## config.mk

```make
export PLATFORM = sky130hd
export DESIGN_NAME = trip_prog_spi
export DESIGN_NICKNAME = d
export VERILOG_FILES = /design/src/rtl/tp_pkg.sv /design/src/rtl/tp_sync.sv /design/src/rtl/tp_frame.sv /design/src/rtl/tp_decoder.sv /design/src/rtl/trip_prog_spi.sv
export SDC_FILE = /design/constraint.sdc
export NUM_CORES = 1
export LEC_CHECK = 0
export BUFFER_PORTS_ARGS = -buffer_cell sky130_fd_sc_hd__buf_2
export CAP_MARGIN = 0
export CORE_UTILIZATION = 50
export CTS_CLUSTER_DIAMETER = 40
export DETAILED_ROUTE_END_ITERATION = 8
export MAX_ROUTING_LAYER = met4
export PLACE_DENSITY = 0.69
export RECOVER_POWER = 25
export SLEW_MARGIN = 25
export SYNTH_ARGS = -nofsm -noshare
export SYNTH_HDL_FRONTEND = slang
export SYNTH_SLANG_ARGS = --single-unit
```

## constraint.sdc

```tcl
create_clock -name clk -period 2.3 [get_ports clk]
set_input_delay 0.115 -clock clk [delete_from_list [all_inputs] [get_ports clk]]
set_output_delay 0.115 -clock clk [all_outputs]
set_load 0.05 [all_outputs]
```

## src/rtl/tp_pkg.sv

```systemverilog
package tp_pkg;
  localparam logic [7:0]  OPC_WREN         = 8'h06;
  localparam logic [7:0]  OPC_WRITE        = 8'h02;
  localparam logic [15:0] ADDR_TRIP_SET    = 16'h0001;
  localparam logic [15:0] ADDR_TRIP_NATIVE = 16'h0003;
  localparam logic [7:0]  TRIP_DATA        = 8'h00;
  localparam int          ADDR_W           = 16;

  typedef enum logic [2:0] {
    S_IDLE, S_OPC, S_WREN, S_AHI, S_ALO, S_DATA, S_SKIP
  } dec_state_t;

  typedef enum logic [1:0] {
    M_MEM, M_SET, M_NATIVE
  } wr_mode_t;
endpackage

```

## src/rtl/tp_sync.sv

```systemverilog
module tp_sync #(
  parameter int WIDTH  = 1,
  parameter int STAGES = 2
) (
  input  logic             clk,
  input  logic             rst_n,
  input  logic [WIDTH-1:0] d,
  output logic [WIDTH-1:0] q
);
  logic [WIDTH-1:0] stg [STAGES];

  for (genvar k = 0; k < STAGES; k++) begin : g_stage
    if (k == 0) begin : g_first
      always_ff @(posedge clk or negedge rst_n) begin
        if (!rst_n) stg[k] <= '0;
        else        stg[k] <= d;
      end
    end else begin : g_next
      always_ff @(posedge clk or negedge rst_n) begin
        if (!rst_n) stg[k] <= '0;
        else        stg[k] <= stg[k-1];
      end
    end
  end

  assign q = stg[STAGES-1];
endmodule

```

## src/rtl/tp_frame.sv

```systemverilog
module tp_frame (
  input  logic       clk,
  input  logic       rst_n,
  input  logic       sck_s,
  input  logic       cs_n_s,
  input  logic       si_s,
  output logic       frame_start,
  output logic       frame_end,
  output logic       byte_done,
  output logic [7:0] byte_data,
  output logic       mid_byte
);
  logic       sck_q, cs_q, in_frame;
  logic [2:0] bit_cnt;
  logic [7:0] shreg;

  logic       sck_q_n, cs_q_n, in_frame_n;
  logic [2:0] bit_cnt_n;
  logic [7:0] shreg_n, byte_data_n;
  logic       frame_start_n, frame_end_n, byte_done_n;
  logic       cs_fall, cs_rise, sck_rise, sample;

  always_comb begin
    cs_fall  = cs_q & ~cs_n_s;
    cs_rise  = ~cs_q & cs_n_s;
    sck_rise = ~sck_q & sck_s;
    sample   = in_frame & ~cs_n_s & sck_rise;

    sck_q_n       = sck_s;
    cs_q_n        = cs_n_s;
    in_frame_n    = in_frame;
    bit_cnt_n     = bit_cnt;
    shreg_n       = shreg;
    byte_data_n   = byte_data;
    byte_done_n   = 1'b0;
    frame_start_n = cs_fall;
    frame_end_n   = cs_rise & in_frame;

    if (cs_fall) begin
      in_frame_n = 1'b1;
      bit_cnt_n  = 3'd0;
    end else if (cs_rise) begin
      in_frame_n = 1'b0;
    end else if (sample) begin
      bit_cnt_n = bit_cnt + 3'd1;
      shreg_n   = {shreg[6:0], si_s};
      if (bit_cnt == 3'd7) begin
        byte_done_n = 1'b1;
        byte_data_n = {shreg[6:0], si_s};
      end
    end
  end

  always_ff @(posedge clk or negedge rst_n) begin
    if (!rst_n) begin
      sck_q       <= 1'b0;
      cs_q        <= 1'b0;
      in_frame    <= 1'b0;
      bit_cnt     <= 3'd0;
      shreg       <= 8'd0;
      byte_data   <= 8'd0;
      byte_done   <= 1'b0;
      frame_start <= 1'b0;
      frame_end   <= 1'b0;
    end else begin
      sck_q       <= sck_q_n;
      cs_q        <= cs_q_n;
      in_frame    <= in_frame_n;
      bit_cnt     <= bit_cnt_n;
      shreg       <= shreg_n;
      byte_data   <= byte_data_n;
      byte_done   <= byte_done_n;
      frame_start <= frame_start_n;
      frame_end   <= frame_end_n;
    end
  end

  assign mid_byte = (bit_cnt != 3'd0);

  // a new frame always begins on a byte boundary
  p_start_aligned_r1: assert property (@(posedge clk) disable iff (!rst_n)
    frame_start |-> !mid_byte);
  // assembled bytes only appear inside a selected frame
  p_byte_in_frame_r2: assert property (@(posedge clk) disable iff (!rst_n)
    byte_done |-> in_frame);
endmodule

```

## src/rtl/tp_decoder.sv

```systemverilog
module tp_decoder
  import tp_pkg::*;
#(
  parameter int PAGE_BYTES = 64
) (
  input  logic              clk,
  input  logic              rst_n,
  input  logic              frame_start,
  input  logic              frame_end,
  input  logic              byte_done,
  input  logic [7:0]        byte_data,
  input  logic              mid_byte,
  input  logic              hv_s,
  output logic              wel,
  output logic              trip_set,
  output logic              trip_native,
  output logic              mem_wr_valid,
  output logic [ADDR_W-1:0] mem_wr_addr,
  output logic [7:0]        mem_wr_data,
  output logic              mem_commit
);
  localparam int OFF_W = $clog2(PAGE_BYTES);

  dec_state_t        state, state_n;
  wr_mode_t          mode, mode_n;
  logic              wel_n;
  logic [ADDR_W-1:0] addr_q, addr_n, full_addr;
  logic [1:0]        data_cnt, data_cnt_n;
  logic [7:0]        first_data, first_data_n;
  logic [OFF_W-1:0]  off_q, off_n;
  logic              trip_set_n, trip_native_n, valid_n, commit_n;
  logic [ADDR_W-1:0] waddr_n;
  logic [7:0]        wdata_n;

  always_comb begin
    state_n       = state;
    mode_n        = mode;
    wel_n         = wel;
    addr_n        = addr_q;
    data_cnt_n    = data_cnt;
    first_data_n  = first_data;
    off_n         = off_q;
    trip_set_n    = 1'b0;
    trip_native_n = 1'b0;
    valid_n       = 1'b0;
    commit_n      = 1'b0;
    waddr_n       = mem_wr_addr;
    wdata_n       = mem_wr_data;
    full_addr     = {addr_q[ADDR_W-1:8], byte_data};

    if (frame_start) begin
      state_n = S_OPC;
    end else if (frame_end) begin
      state_n = S_IDLE;
      if (!mid_byte) begin
        case (state)
          S_WREN: wel_n = 1'b1;
          S_DATA: begin
            if (data_cnt != 2'd0) begin
              if (mode == M_MEM) begin
                commit_n = 1'b1;
                wel_n    = 1'b0;
              end else if (data_cnt == 2'd1 && first_data == TRIP_DATA && hv_s) begin
                trip_set_n    = (mode == M_SET);
                trip_native_n = (mode == M_NATIVE);
                wel_n         = 1'b0;
              end
            end
          end
          default: ;
        endcase
      end
    end else if (byte_done) begin
      case (state)
        S_OPC: begin
          if (byte_data == OPC_WREN)       state_n = S_WREN;
          else if (byte_data == OPC_WRITE) state_n = S_AHI;
          else                             state_n = S_SKIP;
        end
        S_WREN: state_n = S_SKIP;
        S_AHI: begin
          addr_n[ADDR_W-1:8] = byte_data;
          state_n            = S_ALO;
        end
        S_ALO: begin
          addr_n[7:0] = byte_data;
          if (!wel) begin
            state_n = S_SKIP;
          end else begin
            state_n    = S_DATA;
            data_cnt_n = 2'd0;
            off_n      = byte_data[OFF_W-1:0];
            if (hv_s && full_addr == ADDR_TRIP_SET)         mode_n = M_SET;
            else if (hv_s && full_addr == ADDR_TRIP_NATIVE) mode_n = M_NATIVE;
            else                                            mode_n = M_MEM;
          end
        end
        S_DATA: begin
          if (data_cnt != 2'd2) data_cnt_n = data_cnt + 2'd1;
          if (data_cnt == 2'd0) first_data_n = byte_data;
          if (mode == M_MEM) begin
            valid_n = 1'b1;
            waddr_n = {addr_q[ADDR_W-1:OFF_W], off_q};
            wdata_n = byte_data;
            off_n   = off_q + 1'b1;
          end
        end
        default: ;
      endcase
    end
  end

  always_ff @(posedge clk or negedge rst_n) begin
    if (!rst_n) begin
      state        <= S_IDLE;
      mode         <= M_MEM;
      wel          <= 1'b0;
      addr_q       <= '0;
      data_cnt     <= 2'd0;
      first_data   <= 8'd0;
      off_q        <= '0;
      trip_set     <= 1'b0;
      trip_native  <= 1'b0;
      mem_wr_valid <= 1'b0;
      mem_wr_addr  <= '0;
      mem_wr_data  <= 8'd0;
      mem_commit   <= 1'b0;
    end else begin
      state        <= state_n;
      mode         <= mode_n;
      wel          <= wel_n;
      addr_q       <= addr_n;
      data_cnt     <= data_cnt_n;
      first_data   <= first_data_n;
      off_q        <= off_n;
      trip_set     <= trip_set_n;
      trip_native  <= trip_native_n;
      mem_wr_valid <= valid_n;
      mem_wr_addr  <= waddr_n;
      mem_wr_data  <= wdata_n;
      mem_commit   <= commit_n;
    end
  end

  p_one_pulse_r12: assert property (@(posedge clk) disable iff (!rst_n)
    $onehot0({trip_set, trip_native, mem_commit}));
  p_set_after_end_r7: assert property (@(posedge clk) disable iff (!rst_n)
    trip_set |-> $past(frame_end));
  p_set_single_r7: assert property (@(posedge clk) disable iff (!rst_n)
    trip_set |=> !trip_set);
  p_native_after_end_r8: assert property (@(posedge clk) disable iff (!rst_n)
    trip_native |-> $past(frame_end));
  p_fwd_needs_wel_r4: assert property (@(posedge clk) disable iff (!rst_n)
    mem_wr_valid |-> wel);
  p_commit_clears_r6: assert property (@(posedge clk) disable iff (!rst_n)
    mem_commit |-> !wel);
  p_wel_rise_on_end_r3: assert property (@(posedge clk) disable iff (!rst_n)
    $rose(wel) |-> $past(frame_end));
endmodule

```

## src/rtl/trip_prog_spi.sv

```systemverilog
module trip_prog_spi #(
  parameter int PAGE_BYTES  = 64,
  parameter int SYNC_STAGES = 2
) (
  input  logic        clk,
  input  logic        rst_n,
  input  logic        spi_sck,
  input  logic        spi_cs_n,
  input  logic        spi_si,
  input  logic        vprog_hi,
  output logic        wr_en_latch,
  output logic        trip_set_p,
  output logic        trip_native_p,
  output logic        mem_wr_valid,
  output logic [15:0] mem_wr_addr,
  output logic [7:0]  mem_wr_data,
  output logic        mem_commit
);
  logic [3:0] pins_s;
  logic       frame_start, frame_end, byte_done, mid_byte;
  logic [7:0] byte_data;

  tp_sync #(.WIDTH(4), .STAGES(SYNC_STAGES)) u_sync (
    .clk   (clk),
    .rst_n (rst_n),
    .d     ({vprog_hi, spi_sck, spi_cs_n, spi_si}),
    .q     (pins_s)
  );

  tp_frame u_frame (
    .clk         (clk),
    .rst_n       (rst_n),
    .sck_s       (pins_s[2]),
    .cs_n_s      (pins_s[1]),
    .si_s        (pins_s[0]),
    .frame_start (frame_start),
    .frame_end   (frame_end),
    .byte_done   (byte_done),
    .byte_data   (byte_data),
    .mid_byte    (mid_byte)
  );

  tp_decoder #(.PAGE_BYTES(PAGE_BYTES)) u_dec (
    .clk          (clk),
    .rst_n        (rst_n),
    .frame_start  (frame_start),
    .frame_end    (frame_end),
    .byte_done    (byte_done),
    .byte_data    (byte_data),
    .mid_byte     (mid_byte),
    .hv_s         (pins_s[3]),
    .wel          (wr_en_latch),
    .trip_set     (trip_set_p),
    .trip_native  (trip_native_p),
    .mem_wr_valid (mem_wr_valid),
    .mem_wr_addr  (mem_wr_addr),
    .mem_wr_data  (mem_wr_data),
    .mem_commit   (mem_commit)
  );
endmodule

```

==> implementation parameters, run 1 <==
Parameter                              Value

Status
  Outcome ... finished clean

Setup path
  Critical path endpoint category ... register
  Endpoint of the lowest-slack register-to-register path ... u_dec.first_data[4]
  Setup slack of the worst register-to-register path ... 310 ps
  Data arrival time at the worst-slack endpoint ... 2230 ps
  Slowest cell on the critical path ... sky130_fd_sc_hd__dfrtp_1
  Worst stage delay on the critical path ... 560 ps
  Delay-heaviest family, CP ... simple AND/OR/NAND/NOR gates
  Logic depth of the worst register-to-register path ... 3
  CP Buf/Inv Count ... 0
  Critical Path Fanout Max ... 13
  Worst path cell trace ... and3b_1 > nand3_1 > mux2_2
  Worst Path Class, Setup ... reg2reg
  Worst Path Required ... 2540 ps
  Type of origin of the critical path ... register
  Worst reg2reg startpoint ... u_dec.state[2]

STA
  RSZ-0062 raised after global routing ... no
  Portion of the clock cycle consumed by the worst path in the final layout ... 86.48%
  Final WS setup ... 311.0 ps
  Total count of max-transition violations in the final report ... 0
  Hold Fails Final Rpt ... 0
  Time the final worst path needs with I/O delays and setup ... 1989 ps
  Tightest slew margin relative to the limit ... 34.01%
  Actual transition at the worst max-transition pin ... 989.9 ps
  Highest achievable clock rate ... 0.5028 GHz
  Final-layout setup total negative slack ... 0 ps
  Clock skew ... 12.53 ps
  Count of endpoints failing setup in the final report ... 0

Power
  Proportion of total power due to net switching ... 22.18%
  Pwr dens ... 660.8 nW/um^2
  Clock network power share ... 36.3%
  Net Switching ... 641.3 uW
  Static Leakage ... 0.002240 uW
  Combinational fraction of design power ... 4.8%
  Relative contribution of sequential cells to total power ... 58.9%
  Worst IR drop on VDD ... 0.3182 mV
  Internal power ... 2250 uW

Place
  Post-DP HPWL ... 4.766 mm
  Setup Slack @ Placement ... 352.8 ps
  Number of placed cells counting well taps ... 422
  Number of buffers inserted by port buffering ... 34
  GP Congestion ... 0.7669

Die
  Floorplan core area ... 7331 sq um
  Total die area ... 8022 sq um
  Width of the chip ... 89.57 microns
  Total number of placement rows ... 31
  Die Ht ... 89.57 microns
  Number of ports placed on the die boundary ... 35
  Initial cell density of the core ... 52.30%

Clock network
  Maximum buffer depth of the clock tree ... 2
  Clock insertion delay at the later pin of the skew report ... 360 ps
  Root Buffer Master ... sky130_fd_sc_hd__clkbuf_8
  TritonCTS clock tree ... built
  Total clock sinks ... 92
  Resize count post-CTS ... 0
  Clk slew on worst S/H paths ... 90 ps
  Inserted Clock Buffers ... 9
  # H-tree levels ... 3

Global routing
  Most used routing layer in global routing ... met2
  Total global routing overflow ... 0
  Global-route met2 utilization ... 30.58%
  Combined global-route utilization of all metal layers ... 19.77%
  Routing usage on met3 ... 5.078%
  Via count of the first global-routing pass ... 2379
  Maximum number of pins on one net before global-route repair ... 53
  Number of antenna violations at the first check in global routing ... 0
  Global-route wire length before repair ... 11.22 mm
  Global routing met1 resource utilization ... 25.12%

Worst hold path
  Worst Hold Depth ... 0
  Hold Crit Start ... u_sync.stg[5]
  HP Class ... reg2reg
  Terminating pin of the worst hold path ... u_sync.q[1]

Routing
  Vias per std cell ... 5.382
  Number of DRC violations after detailed-routing iteration 0 ... 64
  Number of detailed-route iterations in the first pass ... 4
  Vias ... 2379
  Overall routed net length ... 6.841 mm
  Remaining routing DRC violations ... 0
  Number of nets with antenna violations after detailed routing ... 0
  Mean routed wirelength per cell ... 15.48 microns

Synthesis
  Cells after Synth ... 292
  Number of enable-type register cells in the synthesized netlist ... 0
  Post-synth top cells ... sky130_fd_sc_hd__dfrtp_1 (92), sky130_fd_sc_hd__mux2_2 (54), sky130_fd_sc_hd__nand2_1 (16), sky130_fd_sc_hd__nor2_1 (16), sky130_fd_sc_hd__o21ai_0 (11)
  Number of warnings printed during yosys synthesis ... 0
  Most area-consuming cells after synthesis ... sky130_fd_sc_hd__dfrtp_1 (60%), sky130_fd_sc_hd__mux2_2 (16%), sky130_fd_sc_hd__ha_1 (3.3%), sky130_fd_sc_hd__nand2_1 (1.6%), sky130_fd_sc_hd__nor2_1 (1.6%)
  Share of flip-flops with an asynchronous set or reset ... 100.0%
  Top cell type's share of synthesized area ... 60.05%
  Proportion of synthesized chip area in sequential cells ... 60.05%
  Most used standard cell by instance count after synthesis ... sky130_fd_sc_hd__dfrtp_1
  Top FF cell, synth ... sky130_fd_sc_hd__dfrtp_1
  Post-synth net total ... 308
  Biggest area consumer among synthesized cells ... sky130_fd_sc_hd__dfrtp_1
  Number of synthesized register bits ... 92
  Mean area per synthesized cell ... 13.13 sq um
  Netlist Area Pre-Place ... 3834 sq um
  Yosys cell types ... 46

Finish
  Util after Layout ... 59.69%
  Fraction of layout cells with a size suffix above 1 ... 33.24%
  Antenna cells ... 0
  Final instance count without filler cells ... 442
  Area growth from synthesis to final layout ... 14.13%
  Final-stage net count ... 355

Job
  Max Cap Violations ... 0
[routing by layer]
layer | up-vias | part of all wire (%)
met3 | 12 | 3.4
met5 | - | 0
met4 | 0 | 1.7
met2 | 43 | 47
li1 | 1140 | -
met1 | 1184 | 47
[registers in the layout (all words and copies together), names as in the netlist, 3 cells and up]
signal and flops:
u_frame.byte_data 8, u_dec.addr_q 10, u_dec.off_q 6, u_sync.stg 4
u_dec.state 3, u_dec.mem_wr_data 8, u_frame.bit_cnt 3, u_dec.mem_wr_addr 16
u_sync.q 4, u_frame.shreg 7, u_dec.first_data 8
[metrics by stage]
| stage | hold slack, ps | power, uW | area [sq um] |
|---|---|---|---|
| 6_report | 355.8 | 2891 | 4375 |
| 5_1_grt | 362.5 | 3013 | 4375 |
| 4_1_cts | 286.7 | 2938 | 4390 |
| 3_5_place_dp | 133.0 | 1878 | 4150 |
| 3_3_place_gp | 127.9 | 1869 | 4150 |
| 2_1_floorplan | -180.6 | 1805 | 3834 |
[cells by family (layout without fill, tap and decap cells)]
kind of cell	count (synthesis)	count (layout)	synth area share [%]
buffers and inverters	19	70	1.958
flip-flops	92	92	60.05
XOR/XNOR	1	1	0.2285
adder cells (fa/ha/maj)	10	10	3.264
AND/OR/NAND/NOR	76	76	11.36
multiplexers	56	56	16.38
AO/OA/AOI/OAI	38	38	6.756
[worst max-delay path by stage]
stage | start | to | slack [ps] | depth (start not counted)
2_1_floorplan | u_frame.byte_data[2] | u_dec.mode[0] | 530 | 4
3_3_place_gp | u_dec.state[2] | u_dec.first_data[6] | 400 | 3
3_5_place_dp | u_dec.state[2] | u_dec.first_data[6] | 350 | 3
4_1_cts | u_dec.state[2] | u_dec.first_data[5] | 340 | 3
5_1_grt | rst_n | u_dec.state[1] | 150 | 3
6_report | u_dec.state[2] | u_dec.first_data[4] | 310 | 3
[power by group through the flow]
stage | combinational [uW] | sequential [uW] | clock [uW]
6_report | 140 | 1700 | 1050
5_1_grt | 168 | 1710 | 1130
4_1_cts | 149 | 1700 | 1090
3_5_place_dp | 142 | 1740 | 0
3_3_place_gp | 136 | 1730 | 0
2_1_floorplan | 83.6 | 1720 | 0
[cell usage in the layout (no fill, tap or decap), types with 5 or more instances in the layout]
| cell type | count |
|---|---|
| sky130_fd_sc_hd__dfrtp_1 | 92 |
| sky130_fd_sc_hd__mux2_2 | 54 |
| sky130_fd_sc_hd__buf_2 | 33 |
| sky130_fd_sc_hd__nor2_1 | 16 |
| sky130_fd_sc_hd__nand2_1 | 16 |
| sky130_fd_sc_hd__o21ai_0 | 11 |
| sky130_fd_sc_hd__inv_1 | 10 |
| sky130_fd_sc_hd__ha_1 | 10 |
| sky130_fd_sc_hd__clkbuf_8 | 10 |
| sky130_fd_sc_hd__nand3_1 | 7 |
| sky130_fd_sc_hd__dlygate4sd3_1 | 5 |
| sky130_fd_sc_hd__buf_4 | 5 |
[what timing repair did]
item / CTS / global route
endpoints found under the hold margin: 44 / 0
hold buffers: 5 / 0
setup buffers: 0 / 0
[layout make-up]
class | instances | area [sq um]
Fill cell | 610 | 2955
Timing Repair Buffer | 45 | 265.3
Inverter | 10 | 37.54
Tap cell | 99 | 123.9
Multi-Input combinational cell | 181 | 1456
Clock buffer | 11 | 141.4
Clock inverter | 4 | 48.80
Sequential cell | 92 | 2302
No activity file was read; power rests on OpenSTA's default activity.
==> inputs of run 2 (changes only) <==
--- a/config.mk
+++ b/config.mk
@@ -5,6 +5,7 @@
 export SDC_FILE = /design/constraint.sdc
 export NUM_CORES = 1
 export LEC_CHECK = 0
+export ABC_AREA = 1
 export BUFFER_PORTS_ARGS = -buffer_cell sky130_fd_sc_hd__buf_2
 export CAP_MARGIN = 0
 export CORE_UTILIZATION = 50
==> implementation parameters, run 2 <==
Parameter                              Value

Status
  Outcome ... finished clean

STA
  Time the final worst path needs with I/O delays and setup ... 1781 ps
  Actual transition at the worst max-transition pin ... 1113 ps
  Final-layout setup total negative slack ... 0 ps
  Count of endpoints failing setup in the final report ... 0
  Hold Fails Final Rpt ... 0
  Clock skew ... 14.19 ps
  RSZ-0062 raised after global routing ... no
  Portion of the clock cycle consumed by the worst path in the final layout ... 77.44%
  Highest achievable clock rate ... 0.5614 GHz
  Tightest slew margin relative to the limit ... 25.80%
  Total count of max-transition violations in the final report ... 0

Synthesis
  Proportion of synthesized chip area in sequential cells ... 58.32%
  Number of warnings printed during yosys synthesis ... 0
  Biggest area consumer among synthesized cells ... sky130_fd_sc_hd__dfrtp_1
  Top cell type's share of synthesized area ... 58.32%
  Yosys cell types ... 30
  Share of flip-flops with an asynchronous set or reset ... 100.0%
  Post-synth top cells ... sky130_fd_sc_hd__nand2_1 (117), sky130_fd_sc_hd__dfrtp_1 (92), sky130_fd_sc_hd__inv_1 (54), sky130_fd_sc_hd__o21ai_0 (36), sky130_fd_sc_hd__o21ai_1 (22)
  Cells after Synth ... 426
  Netlist Area Pre-Place ... 3948 sq um
  Top FF cell, synth ... sky130_fd_sc_hd__dfrtp_1
  Mean area per synthesized cell ... 9.267 sq um
  Number of enable-type register cells in the synthesized netlist ... 0
  Most used standard cell by instance count after synthesis ... sky130_fd_sc_hd__nand2_1
  Most area-consuming cells after synthesis ... sky130_fd_sc_hd__dfrtp_1 (58%), sky130_fd_sc_hd__nand2_1 (11%), sky130_fd_sc_hd__inv_1 (5.1%), sky130_fd_sc_hd__o21ai_0 (4.6%), sky130_fd_sc_hd__ha_1 (3.2%)
  Post-synth net total ... 442
  Number of synthesized register bits ... 92

Global routing
  Via count of the first global-routing pass ... 2721
  Number of antenna violations at the first check in global routing ... 0
  Global-route wire length before repair ... 12.68 mm
  Combined global-route utilization of all metal layers ... 20.28%
  Maximum number of pins on one net before global-route repair ... 51
  Total global routing overflow ... 0

Setup path
  Worst Path Required ... 2540 ps
  Endpoint of the lowest-slack register-to-register path ... u_dec.mem_wr_addr[14]
  Data arrival time at the worst-slack endpoint ... 2030 ps
  Type of origin of the critical path ... register
  Logic depth of the worst register-to-register path ... 8
  Worst reg2reg startpoint ... u_dec.state[2]
  Worst Path Class, Setup ... reg2reg
  Critical path endpoint category ... register
  Setup slack of the worst register-to-register path ... 520 ps
  Critical Path Fanout Max ... 28

Job
  Max Cap Violations ... 0

Power
  Static Leakage ... 0.002175 uW
  Internal power ... 2121 uW
  Relative contribution of sequential cells to total power ... 60.0%
  Combinational fraction of design power ... 5.3%
  Net Switching ... 717.6 uW
  Clock network power share ... 34.7%
  Proportion of total power due to net switching ... 25.28%
  Worst IR drop on VDD ... 0.4555 mV
  Pwr dens ... 640.7 nW/um^2

Finish
  Leading cell types in the layout, fill and taps excluded ... sky130_fd_sc_hd__nand2_1 (117), sky130_fd_sc_hd__dfrtp_1 (92), sky130_fd_sc_hd__inv_1 (54), sky130_fd_sc_hd__o21ai_0 (36), sky130_fd_sc_hd__buf_2 (33)
  Final instance count without filler cells ... 576
  Area growth from synthesis to final layout ... 12.23%
  Final-stage net count ... 485
  Antenna cells ... 0
  Most common cell after layout, fill and taps aside ... sky130_fd_sc_hd__nand2_1
  Top flop regs ... u_dec.mem_wr_addr (16), u_dec.addr_q (10)
  Register name with the most flops ... u_dec.mem_wr_addr
  Fraction of layout cells with a size suffix above 1 ... 15.61%
  Number of flip-flops under the largest register name ... 16

Routing
  Vias ... 2848
  Vias per std cell ... 4.944
  Number of nets with antenna violations after detailed routing ... 0
  Number of DRC violations after detailed-routing iteration 0 ... 152
  Remaining routing DRC violations ... 0
  Mean routed wirelength per cell ... 12.77 microns
  Overall routed net length ... 7.354 mm
  Number of detailed-route iterations in the first pass ... 5

Clock network
  TritonCTS clock tree ... built
  Clock insertion delay at the later pin of the skew report ... 370 ps
  Maximum buffer depth of the clock tree ... 2
  # H-tree levels ... 3
  Total clock sinks ... 92
  Resize count post-CTS ... 0
  Clk slew on worst S/H paths ... 90 ps
  Post-CTS setup buffer count ... 0
  Inserted Clock Buffers ... 9
  Root Buffer Master ... sky130_fd_sc_hd__clkbuf_8

Worst hold path
  Hold Crit Start ... u_sync.stg[5]
  Terminating pin of the worst hold path ... u_sync.q[1]
  Worst Hold Depth ... 0
  HP Class ... reg2reg

Die
  Floorplan core area ... 7687 sq um
  Total number of placement rows ... 32
  Total die area ... 8255 sq um
  Die Ht ... 90.86 microns
  Number of ports placed on the die boundary ... 35
  Width of the chip ... 90.86 microns
  Initial cell density of the core ... 51.35%

Place
  Number of buffers inserted by port buffering ... 34
  GP Congestion ... 0.7720
  Post-DP HPWL ... 5.116 mm
  Number of placed cells counting well taps ... 555
[run 2: changes by cell type after synthesis, moves of 10 or more]
cell                      previous run  this run
sky130_fd_sc_hd__nand2_1            16       117
sky130_fd_sc_hd__mux2_2             54         0
sky130_fd_sc_hd__inv_1              10        54
sky130_fd_sc_hd__o21ai_0            11        36
sky130_fd_sc_hd__o21ai_1             0        22
sky130_fd_sc_hd__nand3_1             7        17
[run 2: critical path: stages, from the launching register on]
cell                      delay [ps]
sky130_fd_sc_hd__dfrtp_1         400
sky130_fd_sc_hd__inv_1            80
sky130_fd_sc_hd__nor2_2          140
sky130_fd_sc_hd__nand2_2         190
sky130_fd_sc_hd__nor2_2          170
sky130_fd_sc_hd__nand2_2         240
sky130_fd_sc_hd__buf_4           310
sky130_fd_sc_hd__nand2_1          80
sky130_fd_sc_hd__o21ai_1          60
[run 2: cell families after synthesis]
kind of cell / Yosys count / share of synthesized area, %
compound gates: 79 / 11.22
xor+xnor: 1 / 0.2219
fa+ha+maj: 10 / 3.170
buf+inv: 64 / 6.973
flops: 92 / 58.32
simple gates: 180 / 20.09
[run 2: final cells by class]
class | instances | area (sq um)
clock buffer | 10 | 127.6
clock inverter | 6 | 48.80
fill | 717 | 3257
inverter | 55 | 206.4
multi-input combinational | 270 | 1370
sequential | 92 | 2302
tap | 102 | 127.6
timing repair buffer | 41 | 247.7
[run 2: repair_timing]
item / CTS / global route
hold buffers: 5 / 0
hold endpoints to repair: 46 / 0
setup endpoints to repair: 0 / 0
[run 2: per-stage QoR]
stage	hold WS (ps)	instance area, sq um	power [uW]	setup slack (ps)	util [%]
3_3_place_gp	144.5	4207	1874	575.4	54.72
3_5_place_dp	147.9	4207	1884	534.4	54.72
5_1_grt	367.8	4431	2934	301.0	57.63
4_1_cts	289.6	4433	2863	499.0	57.67
2_1_floorplan	-180.6	3948	1810	850.9	-
6_report	358.6	4431	2838	518.8	57.63
[run 2: how the worst max path moves through the flow]
stage,startpoint,to,cells after the start
CTS,u_sync.q[1],u_frame.byte_data[7],6
global placement,u_dec.state[2],u_dec.mem_wr_data[5],8
floorplan,u_sync.q[1],u_frame.byte_data[1],7
global route,u_dec.state[2],u_dec.first_data[0],7
detailed placement,u_sync.q[1],u_frame.byte_data[7],6
finish,u_dec.state[2],u_dec.mem_wr_addr[14],8
[run 2: metal layers]
layer	global-route usage, %	part of all wire [%]	vias to the layer above
li1	-	-	1458
met1	25.30	48	1340
met2	33.02	48	43
met3	3.620	2.9	7
met4	7.937	1.1	0
met5	-	0	-
[run 2: power groups by stage]
| stage | clock, uW | sequential (uW) | combinational [uW] |
|---|---|---|---|
| detailed placement | 0 | 1740 | 148 |
| global route | 1040 | 1710 | 181 |
| floorplan | 0 | 1730 | 84.1 |
| CTS | 1000 | 1700 | 156 |
| finish | 984 | 1700 | 152 |
| global placement | 0 | 1730 | 141 |
==> inputs of run 3 (changes only) <==
--- a/config.mk
+++ b/config.mk
@@ -5,7 +5,7 @@
 export SDC_FILE = /design/constraint.sdc
 export NUM_CORES = 1
 export LEC_CHECK = 0
-export ABC_AREA = 1
+export ABC_AREA = 0
 export BUFFER_PORTS_ARGS = -buffer_cell sky130_fd_sc_hd__buf_2
 export CAP_MARGIN = 0
 export CORE_UTILIZATION = 50
==> constraint.sdc (replaced) <==
create_clock -name clk -period 1.75 [get_ports clk]
set_input_delay 0.0875 -clock clk [delete_from_list [all_inputs] [get_ports clk]]
set_output_delay 0.0875 -clock clk [all_outputs]
set_load 0.05 [all_outputs]
==> implementation parameters, run 3 (same netlist as run 1, synthesis figures left out) <==
Parameter                              Value

Status
  Outcome ... complete, but fails checks
  Violated checks ... setup timing

STA
  Portion of the clock cycle consumed by the worst path in the final layout ... 100.7%
  Hold Fails Final Rpt ... 0
  Time the final worst path needs with I/O delays and setup ... 1763 ps
  Highest achievable clock rate ... 0.5672 GHz
  Count of endpoints failing setup in the final report ... 2
  Total count of max-transition violations in the final report ... 0
  Tightest slew margin relative to the limit ... 37.24%
  Actual transition at the worst max-transition pin ... 941.5 ps
  Clock skew ... 12.10 ps
  RSZ-0062 raised after global routing ... yes
  Final-layout setup total negative slack ... -22.19 ps
  Final WS setup ... -13.11 ps

Finish
  Util after Layout ... 61.96%
  Top flop regs ... u_dec.mem_wr_addr (16), u_dec.addr_q (10)
  Storage element area ... 2302 sq um
  Final-stage net count ... 372
  Antenna cells ... 0
  Most common cell after layout, fill and taps aside ... sky130_fd_sc_hd__dfrtp_1
  Number of flip-flops under the largest register name ... 16
  Fraction of layout cells with a size suffix above 1 ... 37.67%
  Fill cell count ... 581
  Footprint of the multi-input gates ... 1483 sq um
  Register name with the most flops ... u_dec.mem_wr_addr
  Leading cell types in the layout, fill and taps excluded ... sky130_fd_sc_hd__dfrtp_1 (92), sky130_fd_sc_hd__mux2_2 (54), sky130_fd_sc_hd__buf_2 (33), sky130_fd_sc_hd__buf_4 (22)
  Area growth from synthesis to final layout ... 18.47%
  Post-route cell area ... 4542 sq um

Routing
  Vias per std cell ... 5.407
  Overall routed net length ... 7.221 mm
  Vias ... 2487
  Number of DRC violations after detailed-routing iteration 0 ... 109
  Mean routed wirelength per cell ... 15.70 microns
  Number of detailed-route iterations in the first pass ... 4
  Remaining routing DRC violations ... 0
  Number of nets with antenna violations after detailed routing ... 0

Die
  Width of the chip ... 89.57 microns
  Initial cell density of the core ... 52.30%
  Number of ports placed on the die boundary ... 35
  Total number of placement rows ... 31
  Floorplan core area ... 7331 sq um
  Total die area ... 8022 sq um
  Die Ht ... 89.57 microns

Setup path
  Worst reg2reg startpoint ... u_frame.byte_data[2]
  Worst Path Class, Setup ... reg2reg
  Beginning of the critical path ... u_frame.byte_data[2]
  Worst Path Required ... 2050 ps
  Critical path endpoint category ... register
  Type of origin of the critical path ... register
  Critical Path Fanout Max ... 2
  Data arrival time at the worst-slack endpoint ... 2060 ps

Clock network
  TritonCTS clock tree ... built
  Root Buffer Master ... sky130_fd_sc_hd__clkbuf_8
  Clock insertion delay at the later pin of the skew report ... 360 ps
  Maximum buffer depth of the clock tree ... 2
  Total clock sinks ... 92
  Clk slew on worst S/H paths ... 100 ps
  # H-tree levels ... 3
  Inserted Clock Buffers ... 9

Place
  Post-DP Area ... 4270 sq um
  Post-DP HPWL ... 4.972 mm
  Number of buffers inserted by port buffering ... 34
  GP Congestion ... 0.8475
  Setup Slack @ Placement ... -2.473 ps

Worst hold path
  HP Class ... reg2reg
  Hold Crit Start ... u_sync.stg[6]

Power
  Total design power ... 3797 uW
  Pwr dens ... 836.1 nW/um^2
  Worst IR drop on VDD ... 0.6690 mV
  Static Leakage ... 0.002330 uW

Global routing
  Maximum number of pins on one net before global-route repair ... 52
  Total global routing overflow ... 0
  Via count of the first global-routing pass ... 2424
  Global-route wire length before repair ... 11.71 mm
  Combined global-route utilization of all metal layers ... 20.73%
  Number of antenna violations at the first check in global routing ... 0

Job
  Max Cap Violations ... 0
run 3: path summary, 6_finish.rpt:
kind                                      to  slack (ps)  cells past startpoint
max in group asynchronous    u_dec.addr_q[7]         490                      3
setup reg to reg               u_dec.mode[0]         -10                      4
hold / removal                   u_sync.q[2]         360                      0
hold reg to reg                  u_sync.q[2]         360                      0
setup / recovery               u_dec.mode[0]         -10                      4
min in group asynchronous  u_dec.data_cnt[1]         370                      2
run 3: per-layer routing:
| metal | up-vias | part of all wire, % | GRT usage, % |
|---|---|---|---|
| met3 | 11 | 3.6 | 4.709 |
| met1 | 1258 | 47 | 27.06 |
| met2 | 46 | 48 | 32.02 |
| met5 | - | 0 | - |
| met4 | 0 | 1.4 | 7.071 |
| li1 | 1172 | - | - |
run 3: final cells by class:
| cell class | instances | share of cell area [%] |
|---|---|---|
| Inverter | 10 | 0.8264 |
| Timing Repair Buffer | 62 | 8.898 |
| Clock inverter | 7 | 1.488 |
| Clock buffer | 9 | 2.727 |
| Sequential cell | 92 | 50.69 |
| Multi-Input combinational cell | 181 | 32.64 |
| Tap cell | 99 | 2.727 |
run 3: critical path, stage by stage (launching register included):
cell and delay (ps):
sky130_fd_sc_hd__dfrtp_1 400, sky130_fd_sc_hd__or4_4 530, sky130_fd_sc_hd__or4_4 440, sky130_fd_sc_hd__nor4_4 170, sky130_fd_sc_hd__a22o_1 170
run 3: where the power goes:
| part | internal [uW] | switching (uW) |
|---|---|---|
| Combinational | 92.2 | 114 |
| Sequential | 2180 | 47.0 |
| Clock | 553 | 807 |
| Total | 2830 | 968 |
run 3: what timing repair did:
action                     in CTS  in global routing
buffers inserted                1                  0
setup endpoints to repair       2                 11
hold buffers                    5                  0
pin swaps                       1                  1
hold endpoints to repair       96                  0
cloned                          0                  0
resized for setup               0                  5
run 3: stage by stage:
stage / cells / hold slack (ps)
finish: 460 / 358.8
detailed placement: 438 / -34.08
global route: 460 / 337.6
floorplan: 292 / -208.1
global placement: 438 / -34.74
CTS: 460 / 107.0
